[config.mk]
export PLATFORM = sky130hd
export DESIGN_NAME = corr_predictor
export DESIGN_NICKNAME = d
export VERILOG_FILES = /design/src/rtl/corr_pred_pkg.sv /design/src/rtl/corr_hist_reg.sv /design/src/rtl/corr_sat_ctr.sv /design/src/rtl/corr_predictor.sv
export SDC_FILE = /design/constraint.sdc
export NUM_CORES = 1
export LEC_CHECK = 0
export BUFFER_PORTS_ARGS = -buffer_cell sky130_fd_sc_hd__buf_2
export CORE_UTILIZATION = 37
export CTS_CLUSTER_DIAMETER = 100
export CTS_CLUSTER_SIZE = 10
export DETAILED_ROUTE_END_ITERATION = 10
export GPL_ROUTABILITY_DRIVEN = 0
export PLACE_DENSITY_LB_ADDON = 0.2
export SYNTH_ARGS = -nofsm -noshare
export SYNTH_HDL_FRONTEND = slang
export SYNTH_SLANG_ARGS = --single-unit
[constraint.sdc]
create_clock -name clk -period 1.9 [get_ports clk]
set_input_delay 0.38 -clock clk [delete_from_list [all_inputs] [get_ports clk]]
set_output_delay 0.38 -clock clk [all_outputs]
set_load 0.01 [all_outputs]
[src/rtl/corr_pred_pkg.sv]
package corr_pred_pkg;
  typedef enum logic {
    DIR_NOT_TAKEN = 1'b0,
    DIR_TAKEN     = 1'b1
  } dir_e;

  localparam int unsigned WORD_OFFS = 2;
endpackage

[src/rtl/corr_hist_reg.sv]
module corr_hist_reg #(
  parameter int unsigned HIST_W = 2
) (
  input  logic              clk,
  input  logic              rst_n,
  input  logic              shift_en,
  input  logic              bit_in,
  output logic [HIST_W-1:0] hist_q
);
  logic [HIST_W-1:0] hist_d;

  generate
    if (HIST_W > 1) begin : g_multi
      always_comb begin
        hist_d = {hist_q[HIST_W-2:0], bit_in};
      end

      AST_HIST_AGES: assert property (@(posedge clk) disable iff (!rst_n)
        shift_en |=> hist_q[HIST_W-1:1] == $past(hist_q[HIST_W-2:0]));
    end else begin : g_one
      always_comb begin
        hist_d = bit_in;
      end
    end
  endgenerate

  always_ff @(posedge clk or negedge rst_n) begin
    if (!rst_n) begin
      hist_q <= '0;
    end else if (shift_en) begin
      hist_q <= hist_d;
    end
  end

  AST_HIST_NEWEST: assert property (@(posedge clk) disable iff (!rst_n)
    shift_en |=> hist_q[0] == $past(bit_in));
  AST_HIST_HOLD: assert property (@(posedge clk) disable iff (!rst_n)
    !shift_en |=> $stable(hist_q));
endmodule

[src/rtl/corr_sat_ctr.sv]
module corr_sat_ctr #(
  parameter int unsigned CTR_W = 2
) (
  input  logic             clk,
  input  logic             rst_n,
  input  logic             en,
  input  logic             up,
  output logic [CTR_W-1:0] ctr_q
);
  localparam logic [CTR_W-1:0] CTR_MAX = '1;
  localparam logic [CTR_W-1:0] CTR_MIN = '0;

  logic [CTR_W-1:0] ctr_d;

  always_comb begin
    ctr_d = ctr_q;
    if (up && ctr_q != CTR_MAX) begin
      ctr_d = ctr_q + 1'b1;
    end else if (!up && ctr_q != CTR_MIN) begin
      ctr_d = ctr_q - 1'b1;
    end
  end

  always_ff @(posedge clk or negedge rst_n) begin
    if (!rst_n) begin
      ctr_q <= CTR_MIN;
    end else if (en) begin
      ctr_q <= ctr_d;
    end
  end

  AST_CTR_TOP_SAT: assert property (@(posedge clk) disable iff (!rst_n)
    (en && up && ctr_q == CTR_MAX) |=> ctr_q == CTR_MAX);
  AST_CTR_UP_STEP: assert property (@(posedge clk) disable iff (!rst_n)
    (en && up && ctr_q != CTR_MAX) |=> ctr_q == $past(ctr_q) + 1'b1);
  AST_CTR_BOT_SAT: assert property (@(posedge clk) disable iff (!rst_n)
    (en && !up && ctr_q == CTR_MIN) |=> ctr_q == CTR_MIN);
  AST_CTR_IDLE: assert property (@(posedge clk) disable iff (!rst_n)
    !en |=> $stable(ctr_q));
endmodule

[src/rtl/corr_predictor.sv]
module corr_predictor #(
  parameter int unsigned PC_W   = 32,
  parameter int unsigned IDX_W  = 4,
  parameter int unsigned HIST_W = 2,
  parameter int unsigned CTR_W  = 2
) (
  input  logic              clk,
  input  logic              rst_n,
  input  logic [PC_W-1:0]   lk_pc,
  output logic [HIST_W-1:0] lk_hist,
  output logic              lk_taken,
  input  logic              upd_valid,
  input  logic [PC_W-1:0]   upd_pc,
  input  logic [HIST_W-1:0] upd_hist,
  input  logic              upd_taken
);
  import corr_pred_pkg::*;

  localparam int unsigned ROWS  = 1 << IDX_W;
  localparam int unsigned SLOTS = 1 << HIST_W;
  localparam int unsigned CELLS = ROWS * SLOTS;

  logic [IDX_W-1:0]  lk_row;
  logic [IDX_W-1:0]  upd_row;
  logic [CELLS-1:0]  cell_en;
  logic [CTR_W-1:0]  cell_val [CELLS];
  logic [CTR_W-1:0]  sel_val;
  dir_e              upd_dir;

  always_comb begin
    lk_row  = lk_pc[WORD_OFFS +: IDX_W];
    upd_row = upd_pc[WORD_OFFS +: IDX_W];
    upd_dir = dir_e'(upd_taken);
  end

  corr_hist_reg #(.HIST_W(HIST_W)) hist_i (
    .clk      (clk),
    .rst_n    (rst_n),
    .shift_en (upd_valid),
    .bit_in   (upd_dir == DIR_TAKEN),
    .hist_q   (lk_hist)
  );

  generate
    for (genvar r = 0; r < ROWS; r++) begin : g_row
      for (genvar s = 0; s < SLOTS; s++) begin : g_slot
        localparam int unsigned CELL = r * SLOTS + s;

        always_comb begin
          cell_en[CELL] = upd_valid
                       && (upd_row == IDX_W'(r))
                       && (upd_hist == HIST_W'(s));
        end

        corr_sat_ctr #(.CTR_W(CTR_W)) ctr_i (
          .clk   (clk),
          .rst_n (rst_n),
          .en    (cell_en[CELL]),
          .up    (upd_dir == DIR_TAKEN),
          .ctr_q (cell_val[CELL])
        );
      end
    end
  endgenerate

  always_comb begin
    sel_val  = cell_val[{lk_row, lk_hist}];
    lk_taken = sel_val[CTR_W-1];
  end

  AST_ONE_CELL: assert property (@(posedge clk) disable iff (!rst_n)
    $onehot0(cell_en));
  AST_UPD_WRITES: assert property (@(posedge clk) disable iff (!rst_n)
    upd_valid |-> $countones(cell_en) == 1);
endmodule

Word-level counts from Yosys, hierarchy flattened
Index checks and enable logic that the tools add are counted.

$mul: 0. Shifts and indexed selects: 0. Muxes and demuxes: 131. Add/sub/neg operators: 128. Eq/ne operators: 82. Bitwise operators: 1. Reductions and logical operators: 403. Order comparisons: 1. Div/mod/pow operators: 0.

Operators with widths (number): $mux 2 (130); $reduce_bool 2->1 (128); $logic_and 1x1->1 (208); $add 2x1->2 const B (64); $ne 2x2->1 const B (64); $reduce_and 2->1 (64); $sub 2x1->2 const B (64); $eq 4x4->1 const B (8); $eq 4x3->1 const B (4); $bmux 2 s6 (1); $eq 4x2->1 const B (2); $ge 7x7->1 const B (1); $not 6->7 (1); $eq 2x2->1 const B (2); $eq 4x1->1 const B (1); $logic_not 4->1 (1); $eq 2x1->1 const B (1); $logic_not 2->1 (1); $logic_not 1->1 (1).

RAM bits: 0. Input port bits: 70. Output and inout bits: 3. Register bits: 130. ROM bits: 0. Memories kept: 0. Latch bits: 0.

Logic depth before layout (Yosys ltp)
Gate-level depths: netlist of the first run.

Word-level depth: 4. Gate-level depth with buffers: 8. Gate-level depth less buffers: 5.

Hierarchy
From an unflattened synthesis of the first run, not the netlist that was laid out.

Cell total of the unflattened synthesis: 677. Area, all modules: 7159.4 sq um.

Modules (own cells, without submodules): corr_sat_ctr (cells each 8, area an instance 95.1 sq um, instances 64); corr_predictor (cells each 161, area an instance 1001.0 sq um, instances 1); corr_hist_reg (cells each 4, area an instance 72.6 sq um, instances 1).

Worst setup path after synthesis of the first run
Ideal clock, no wire load.

Path kind: reg2out. Start: reg hist_i.hist_q[1]. End: out lk_taken. Data required time: 1.520 ns. Cell stages (with the launch flop): 7. Arrival: 1.612 ns. Setup slack: -0.092 ns. Path buffers: 1. Path through: dfrtp_1 > buf_4 > mux4_2 > o22ai_1 > nor4_1 > a211oi_1 > a21oi_1.

Word-level cells in the longest chain between the ends: 4.

RTL lines: from (decl) (RTL line corr_hist_reg.sv:8) `output logic [HIST_W-1:0] hist_q`; from (signal assigned) (RTL line corr_hist_reg.sv:31) `hist_q <= hist_d;`; $not 6->7 (not written as such) (RTL line corr_predictor.sv:67) `sel_val = cell_val[{lk_row, lk_hist}];`; $bmux 2 s6 (RTL line corr_predictor.sv:67); $mux 2 (not written as such) (2 in a row) (RTL line corr_predictor.sv:67); to (decl) (RTL line corr_predictor.sv:11) `output logic lk_taken,`.

Every way passes these cells. The select of a mux whose other input is x is not followed.

Final worst setup path of the first run
Ends and elaborated chain as after synthesis.

==> out/qor.yml, run 1 <==
synthesis:
  synth.cell_area_sq_um: 7410
  postSynth.asyncResetShare: 1.00
  ys.flop_type: "sky130_fd_sc_hd__dfrtp_1"
  synth_area_per_cell_sq_um: 9.03
  post_synth_inst_count: 821
  seq_area_frac_synth: 0.439
  synth_enable_flop_cells: 0
  synth-warning-count: 0
  netlist.top_cell.by_area: "sky130_fd_sc_hd__dfrtp_1"
  synth_top_cells_by_count: "sky130_fd_sc_hd__o21ai_0 (156), sky130_fd_sc_hd__dfrtp_1 (130), sky130_fd_sc_hd__nand2_1 (92)"
  mappedNetlistNets: 891
  ys_ff_latch: 130
  synth_largest_type_area_fraction: 0.439
  synth.most_common_cell: "sky130_fd_sc_hd__o21ai_0"
  synth.area.top_cells: "sky130_fd_sc_hd__dfrtp_1 (44%), sky130_fd_sc_hd__o21ai_0 (11%), sky130_fd_sc_hd__nand2_1 (4.7%), sky130_fd_sc_hd__mux4_1 (4.3%), sky130_fd_sc_hd__a21oi_1 (3.4%)"
  netlist-cell-type-count: 51
global_routing:
  initial_antenna_violation_count: 1
  globalRouteOverflowTotal: 0
  total_routing_usage_reported_by_global_routing: 0.195
  grt_pass1_wl_um: 30700
  grt_start_max_net_pins: 99
  grt_pass1_vias: 5790
route:
  vias: 6295
  topRoutingLayerUsed: "met4"
  wl_met1_um: 8800
  wl_met3_um: 831
  dr_wl_met2_um: 8790
  remaining_antenna_violation_count_after_routing: 0
  drt_first_pass_iters: 5
  drc: 0
  vias_per_cell: 5.38
  drt_iter0_markers: 509
  routed_wirelength_um: 18600
  routed_wire_length_per_instance_um: 15.9
place:
  dpl_cell_area_sq_um: 8340
  portBuffers: 16
  post_dp_hpwl_um: 12500
cells_and_area:
  design_area_sq_um: 9010
  final_core_util: 0.461
  flow.area_growth_from_synthesis_pct: 21.6
  final_layout_size_suffix_gt1_frac: 0.212
  nets: 961
hold_path:
  worst_hold_path_cell_count: 2
  hold_path_class: "in2reg"
sta:
  final_worst_path_period_share: 1.37
  hold_viol: 0
  finalMaxSlewViolations: 0
  unrepaired_setup_endpoints_after_global_routing: "true"
  setup_slack_ns: -0.697
  max_freq_mhz: 385
  timing.final.setup_violations: 1
  tightest_slew_ns: 0.441
  slew_headroom: 0.704
  layout_skew_ns: 0.00386
  finalCriticalPeriod_ns: 2.60
  tns_ns: -0.697
  fin_worst_hold_slack_ns: 0.367
clock_network:
  cts_made_buffers: 17
  cts_root_buf: "sky130_fd_sc_hd__clkbuf_16"
  worst_setup_hold_path_clk_slew_ns: 0.06
  cts_num_sinks: 130
  worstSkewPairLatency_ns: 0.42
  cts.path.max_buffers: 2
  tritoncts: "built"
  cts_htree_levels: 4
setup_path:
  critical_path_required_ns: 1.52
  worst_setup_path_start_kind: "register"
  worstSetupEndpointType: "output pin"
  critPathKind: "reg2out"
  critPathArrivalTime_ns: 2.22
  r2r_setup_slack_ns: 0.79
  cp_max_fo: 8
  reg2regPathDepth: 3
floorplan:
  core_sq_um: 19500
  ios: 73
  chipWidth_um: 144
  design.die.area_sq_um: 20600
  initial_utilization: 0.379
  rows: 51
  die_h_um: 144
run_status:
  violations: "setup timing"
  status: "complete, but fails checks"
pwr:
  power.static_leakage_nw: 3.83
  fin_total_pwr_mw: 8.80
  max-vdd-ir-drop_mv: 0.636
  power-per-cell-area_nw_per_um2: 977
run:
  maxCapViolations: 0
layout by cell type (no fill, tap or decap), types with 5 or more instances in the layout:
master,netlist,layout
sky130_fd_sc_hd__a21oi_1,50,50
sky130_fd_sc_hd__a31oi_1,23,23
sky130_fd_sc_hd__and2_1,31,31
sky130_fd_sc_hd__and3_1,22,22
sky130_fd_sc_hd__buf_12,0,11
sky130_fd_sc_hd__buf_2,21,14
sky130_fd_sc_hd__buf_4,4,77
sky130_fd_sc_hd__clkbuf_16,0,17
sky130_fd_sc_hd__clkbuf_8,0,6
sky130_fd_sc_hd__dfrtp_1,130,128
sky130_fd_sc_hd__inv_1,21,21
sky130_fd_sc_hd__mux2i_1,10,10
sky130_fd_sc_hd__mux4_2,4,12
sky130_fd_sc_hd__nand2_1,92,92
sky130_fd_sc_hd__nand2b_1,5,5
sky130_fd_sc_hd__nand3_1,13,13
sky130_fd_sc_hd__nand4_1,6,6
sky130_fd_sc_hd__nor2_1,64,63
sky130_fd_sc_hd__nor2_2,8,9
sky130_fd_sc_hd__nor3_1,5,5
sky130_fd_sc_hd__nor3_4,5,5
sky130_fd_sc_hd__o2111ai_1,16,16
sky130_fd_sc_hd__o211ai_1,6,6
sky130_fd_sc_hd__o21ai_0,156,156
sky130_fd_sc_hd__o221a_1,5,5
sky130_fd_sc_hd__o31ai_1,30,30
path summary, 6_finish.rpt:
check | from | end
max in group asynchronous | rst_n | g_row[5].g_slot[0].ctr_i.ctr_q[0]$_DFFE_PN0P_
hold / removal | upd_valid | hist_i.hist_q[0]$_DFFE_PN0P_
setup / recovery | hist_i.hist_q[1]$_DFFE_PN0P_ | lk_taken
hold reg to reg | g_row[3].g_slot[1].ctr_i.ctr_q[0]$_DFFE_PN0P_ | g_row[3].g_slot[1].ctr_i.ctr_q[0]$_DFFE_PN0P_
min in group asynchronous | rst_n | g_row[7].g_slot[2].ctr_i.ctr_q[0]$_DFFE_PN0P_
setup reg to reg | hist_i.hist_q[0]$_DFFE_PN0P_ | hist_i.hist_q[1]$_DFFE_PN0P_
sequential cells by signal, summed over array words and instances (netlist names):
| name | flops |
|---|---|
| g_row.g_slot.ctr_i.ctr_q | 128 |
| hist_i.hist_q | 2 |
final cells by class:
type / count / area [sq um]
Clock inverter: 9 / 125
Fill cell: 1879 / 10500
Antenna cell: 1 / 2.50
Sequential cell: 130 / 3260
Multi-Input combinational cell: 614 / 3790
Clock buffer: 23 / 508
Inverter: 21 / 78.8
Tap cell: 265 / 332
Timing Repair Buffer: 107 / 923
per-stage QoR:
stage	worst slack [ns]	std cells
3_3_place_gp	-0.437	1133
6_report	-0.697	1170
4_1_cts	-0.719	1169
2_1_floorplan	-0.000711	821
3_5_place_dp	-0.463	1133
5_1_grt	-0.818	1169
critical path: stages (launching register included):
cell and delay (ns):
sky130_fd_sc_hd__dfrtp_2 0.50, sky130_fd_sc_hd__mux4_2 0.53, sky130_fd_sc_hd__mux2i_1 0.15, sky130_fd_sc_hd__mux2i_1 0.10
sky130_fd_sc_hd__mux2i_1 0.24, sky130_fd_sc_hd__a21oi_1 0.12, sky130_fd_sc_hd__buf_2 0.15
metal layers:
metal  up-vias  global-route usage
met4         0              0.0521
met1      3024               0.264
met3        14              0.0497
met5         -                   0
met2       100               0.311
li1       3157                   -
logic make-up (layout without fill, tap and decap cells):
kind of cell / count (synthesis) / count (layout) / share of synthesized area
other: 0 / 1 / 0
AND/OR/NAND/NOR: 281 / 281 / 0.199
multiplexers: 28 / 28 / 0.0713
buffers and inverters: 77 / 160 / 0.0478
flip-flops: 130 / 130 / 0.439
AO/OA/AOI/OAI: 305 / 305 / 0.243
repair_timing:
item                                   in CTS  in global routing
buffers inserted                            3                  0
pin swaps                                   1                  0
endpoints found under the hold margin      33                  0
resized for setup                          10                  0
hold buffers                                1                  0
setup endpoints to repair                   1                  1
where the power goes:
| part | internal (mW) | switching [mW] |
|---|---|---|
| Sequential | 3.19 | 0.296 |
| Clock | 2.27 | 1.27 |
| Combinational | 0.884 | 0.896 |
No activity file was read; power rests on OpenSTA's default activity.
==> run 2: changes to the inputs <==
--- a/config.mk
+++ b/config.mk
@@ -6,6 +6,8 @@
 export NUM_CORES = 1
 export LEC_CHECK = 0
 export BUFFER_PORTS_ARGS = -buffer_cell sky130_fd_sc_hd__buf_2
+export CELL_PAD_IN_SITES_DETAIL_PLACEMENT = 1
+export CELL_PAD_IN_SITES_GLOBAL_PLACEMENT = 1
 export CORE_UTILIZATION = 37
 export CTS_CLUSTER_DIAMETER = 100
 export CTS_CLUSTER_SIZE = 10
==> run 2 against run 1 <==
- the run still ends with setup timing left
- combinational power shrank 5%
- sequential cell count unchanged
- count of clock-buffer cells in the layout shrank 5
- clock skew increased by 0.0034 ns
- via count increased by 7.6%
- first-iteration DRC count down 17%
- critical endpoint unchanged
- power shrank 2.7%
- die area is the same
- largest cell class unchanged
==> out/qor.yml, run 2 (synthesized netlist as in run 1, its figures left out) <==
run:
  maxCapViolations: 0  # unchanged
setup_path:
  worstSetupEndpointType: "output pin"
  critPathKind: "reg2out"
  cp_max_fo: 8  # unchanged
  critical_path_required_ns: 1.52  # about the same
  critPathArrivalTime_ns: 2.27  # +0.05 ns
  worst_setup_path_start_kind: "register"
  crit_path_top_delay_cell: "sky130_fd_sc_hd__dfrtp_2"
  timing.critical_path.slowest_cell_delay_ns: 0.49  # -0.04 ns
  cpMostUsedCell: "sky130_fd_sc_hd__buf_4"
  worstPathCellList: "buf_4 > buf_4 > mux4_2 > o22ai_1 > nor4_1 > a211oi_1 > a21oi_1 > buf_2"
place:
  post_dp_hpwl_um: 15900  # +28%
  portBuffers: 16  # unchanged
route:
  drt_iter0_markers: 420  # -17%
  drt_first_pass_iters: 4  # -1
  remaining_antenna_violation_count_after_routing: 0  # unchanged
  drc: 0  # unchanged
  vias: 6771  # +7.6%
  routed_wire_length_per_instance_um: 19.7  # +24%
  vias_per_cell: 5.78  # +7.5%
  routed_wirelength_um: 23100  # +24%
clock_network:
  cts.path.max_buffers: 2  # unchanged
  cts_num_sinks: 130  # unchanged
  cts_root_buf: "sky130_fd_sc_hd__clkbuf_16"
  worst_setup_hold_path_clk_slew_ns: 0.06  # about the same
  tritoncts: "built"
  worstSkewPairLatency_ns: 0.43  # about the same
  cts_made_buffers: 17  # unchanged
  cts_htree_levels: 4  # unchanged
floorplan:
  initial_utilization: 0.379  # unchanged
  rows: 51  # unchanged
  ios: 73  # unchanged
  design.die.area_sq_um: 20600  # unchanged
  core_sq_um: 19500  # unchanged
  chipWidth_um: 144  # unchanged
  die_h_um: 144  # unchanged
global_routing:
  grt_pass1_vias: 7412  # +28%
  total_routing_usage_reported_by_global_routing: 0.244  # +0.0486
  globalRouteOverflowTotal: 0  # unchanged
  grt_start_max_net_pins: 85  # -14%
  initial_antenna_violation_count: 0  # -1
  grt_pass1_wl_um: 38400  # +25%
cells_and_area:
  final_layout_size_suffix_gt1_frac: 0.212  # -0.000469
  layout_common_cells: "sky130_fd_sc_hd__o21ai_0 (156), sky130_fd_sc_hd__dfrtp_1 (129), sky130_fd_sc_hd__nand2_1 (92)"
  flip_flop_count_of_the_largest_register_after_layout: 128  # unchanged
  layout.filler_cells: 2286  # +22%
  nets: 963  # +0.21%
  antenna-diode-count: 0  # -1
  layout.cells.most_common: "sky130_fd_sc_hd__o21ai_0"
  biggestRegsByFlops: "g_row.g_slot.ctr_i.ctr_q x128, hist_i.hist_q x2"
  regMostFlops: "g_row.g_slot.ctr_i.ctr_q"
  flow.area_growth_from_synthesis_pct: 20.7
sta:
  finalCriticalPeriod_ns: 2.65  # +0.0492 ns
  max_freq_mhz: 378  # -1.9%
  timing.final.setup_violations: 1  # unchanged
  layout_skew_ns: 0.00729  # +0.00342 ns
  slew_headroom: 0.681  # -0.0225
  unrepaired_setup_endpoints_after_global_routing: "true"
  tns_ns: -0.746  # -0.0492 ns
  final_worst_path_period_share: 1.39  # +0.0259
  hold_viol: 0  # unchanged
  finalMaxSlewViolations: 0  # unchanged
  tightest_slew_ns: 0.478  # +0.0370 ns
  setup_slack_ns: -0.746  # -0.0492 ns
run_status:
  status: "complete, but fails checks"
  violations: "setup timing"
pwr:
  power-per-cell-area_nw_per_um2: 958  # -1.9%
  power.static_leakage_nw: 3.80  # -0.94%
  max-vdd-ir-drop_mv: 0.621  # -2.3%
  fin_total_pwr_mw: 8.56  # -2.7%
hold_path:
  hold_path_class: "in2reg"
-- run 2: cell count changes in the layout (fill, tap and decap cells not counted), sizes merged --
cell / delta
clkbuf: -5
clkinv: +4
buf: +2
clkinvlp: +2
bufinv: -1
diode: -1
-- run 2: area by class of cell --
cell class / count / area (sq um) / area share
multi-input cells: 614 / 3780 / 0.423
well taps: 265 / 332 / 0.0371
repair buffers: 109 / 922 / 0.103
inverters: 21 / 78.8 / 0.00881
clock inverters: 14 / 141 / 0.0158
clock buffers: 18 / 429 / 0.0480
flip-flops and latches: 130 / 3250 / 0.364
-- run 2: power by group --
group | switching (mW) | internal [mW] | leakage (nW)
registers | 0.400 | 3.19 | 1.52
clock network | 1.36 | 1.92 | 0.271
logic | 0.903 | 0.788 | 2.00
total | 2.66 | 5.90 | 3.80
-- run 2: critical path, delay by kind of cell, from the launching register on --
family / cells / cell delay, ns
and+or+nand+nor: 1 / 0.07
AOI/OAI and AO/OA: 3 / 0.48
buffers and inverters: 3 / 0.48
muxes: 1 / 0.30
DFF: 1 / 0.49
-- run 2: what timing repair did --
action | CTS | global route
pin swaps | 1 | 0
setup buffers | 3 | 0
hold buffers | 1 | 0
resized for setup | 5 | 3
setup endpoints to repair | 1 | 1
cloned | 0 | 0
hold endpoints to repair | 32 | 0
-- run 2: final timing paths --
kind | start | endpoint | slack, ns | depth (start not counted)
max | hist_i.hist_q[1]$_DFFE_PN0P_ | lk_taken | -0.75 | 8
min | upd_taken | g_row[12].g_slot[2].ctr_i.ctr_q[0]$_DFFE_PN0P_ | 0.30 | 3
max reg2reg | g_row[6].g_slot[1].ctr_i.ctr_q[1]$_DFFE_PN0P_ | g_row[6].g_slot[1].ctr_i.ctr_q[0]$_DFFE_PN0P_ | 0.76 | 4
min reg2reg | g_row[8].g_slot[2].ctr_i.ctr_q[0]$_DFFE_PN0P_ | g_row[8].g_slot[2].ctr_i.ctr_q[0]$_DFFE_PN0P_ | 0.48 | 1
max in group asynchronous | rst_n | g_row[10].g_slot[0].ctr_i.ctr_q[1]$_DFFE_PN0P_ | 0.88 | 3
min in group asynchronous | rst_n | g_row[4].g_slot[3].ctr_i.ctr_q[0]$_DFFE_PN0P_ | 0.44 | 2
-- run 2: metrics by stage --
stage | instance area (sq um) | cells | hold WS (ns) | utilization | setup slack, ns
after floorplan | 7400 | 821 | 0.0844 | - | -0.000711
after global placement | 8350 | 1135 | 0.312 | 0.427 | -0.452
after detailed placement | 8350 | 1135 | 0.314 | 0.427 | -0.450
after CTS | 8940 | 1171 | 0.295 | 0.458 | -0.779
after global routing | 8940 | 1171 | 0.348 | 0.458 | -0.846
final | 8940 | 1171 | 0.301 | 0.458 | -0.746
-- run 2: metal layers --
layer | track usage | vias to the layer above | part of all wire
met3 | 0.0477 | 32 | 0.035
li1 | - | 3150 | -
met5 | 0 | - | 0
met2 | 0.424 | 125 | 0.51
met4 | 0.0924 | 0 | 0.020
met1 | 0.298 | 3464 | 0.43
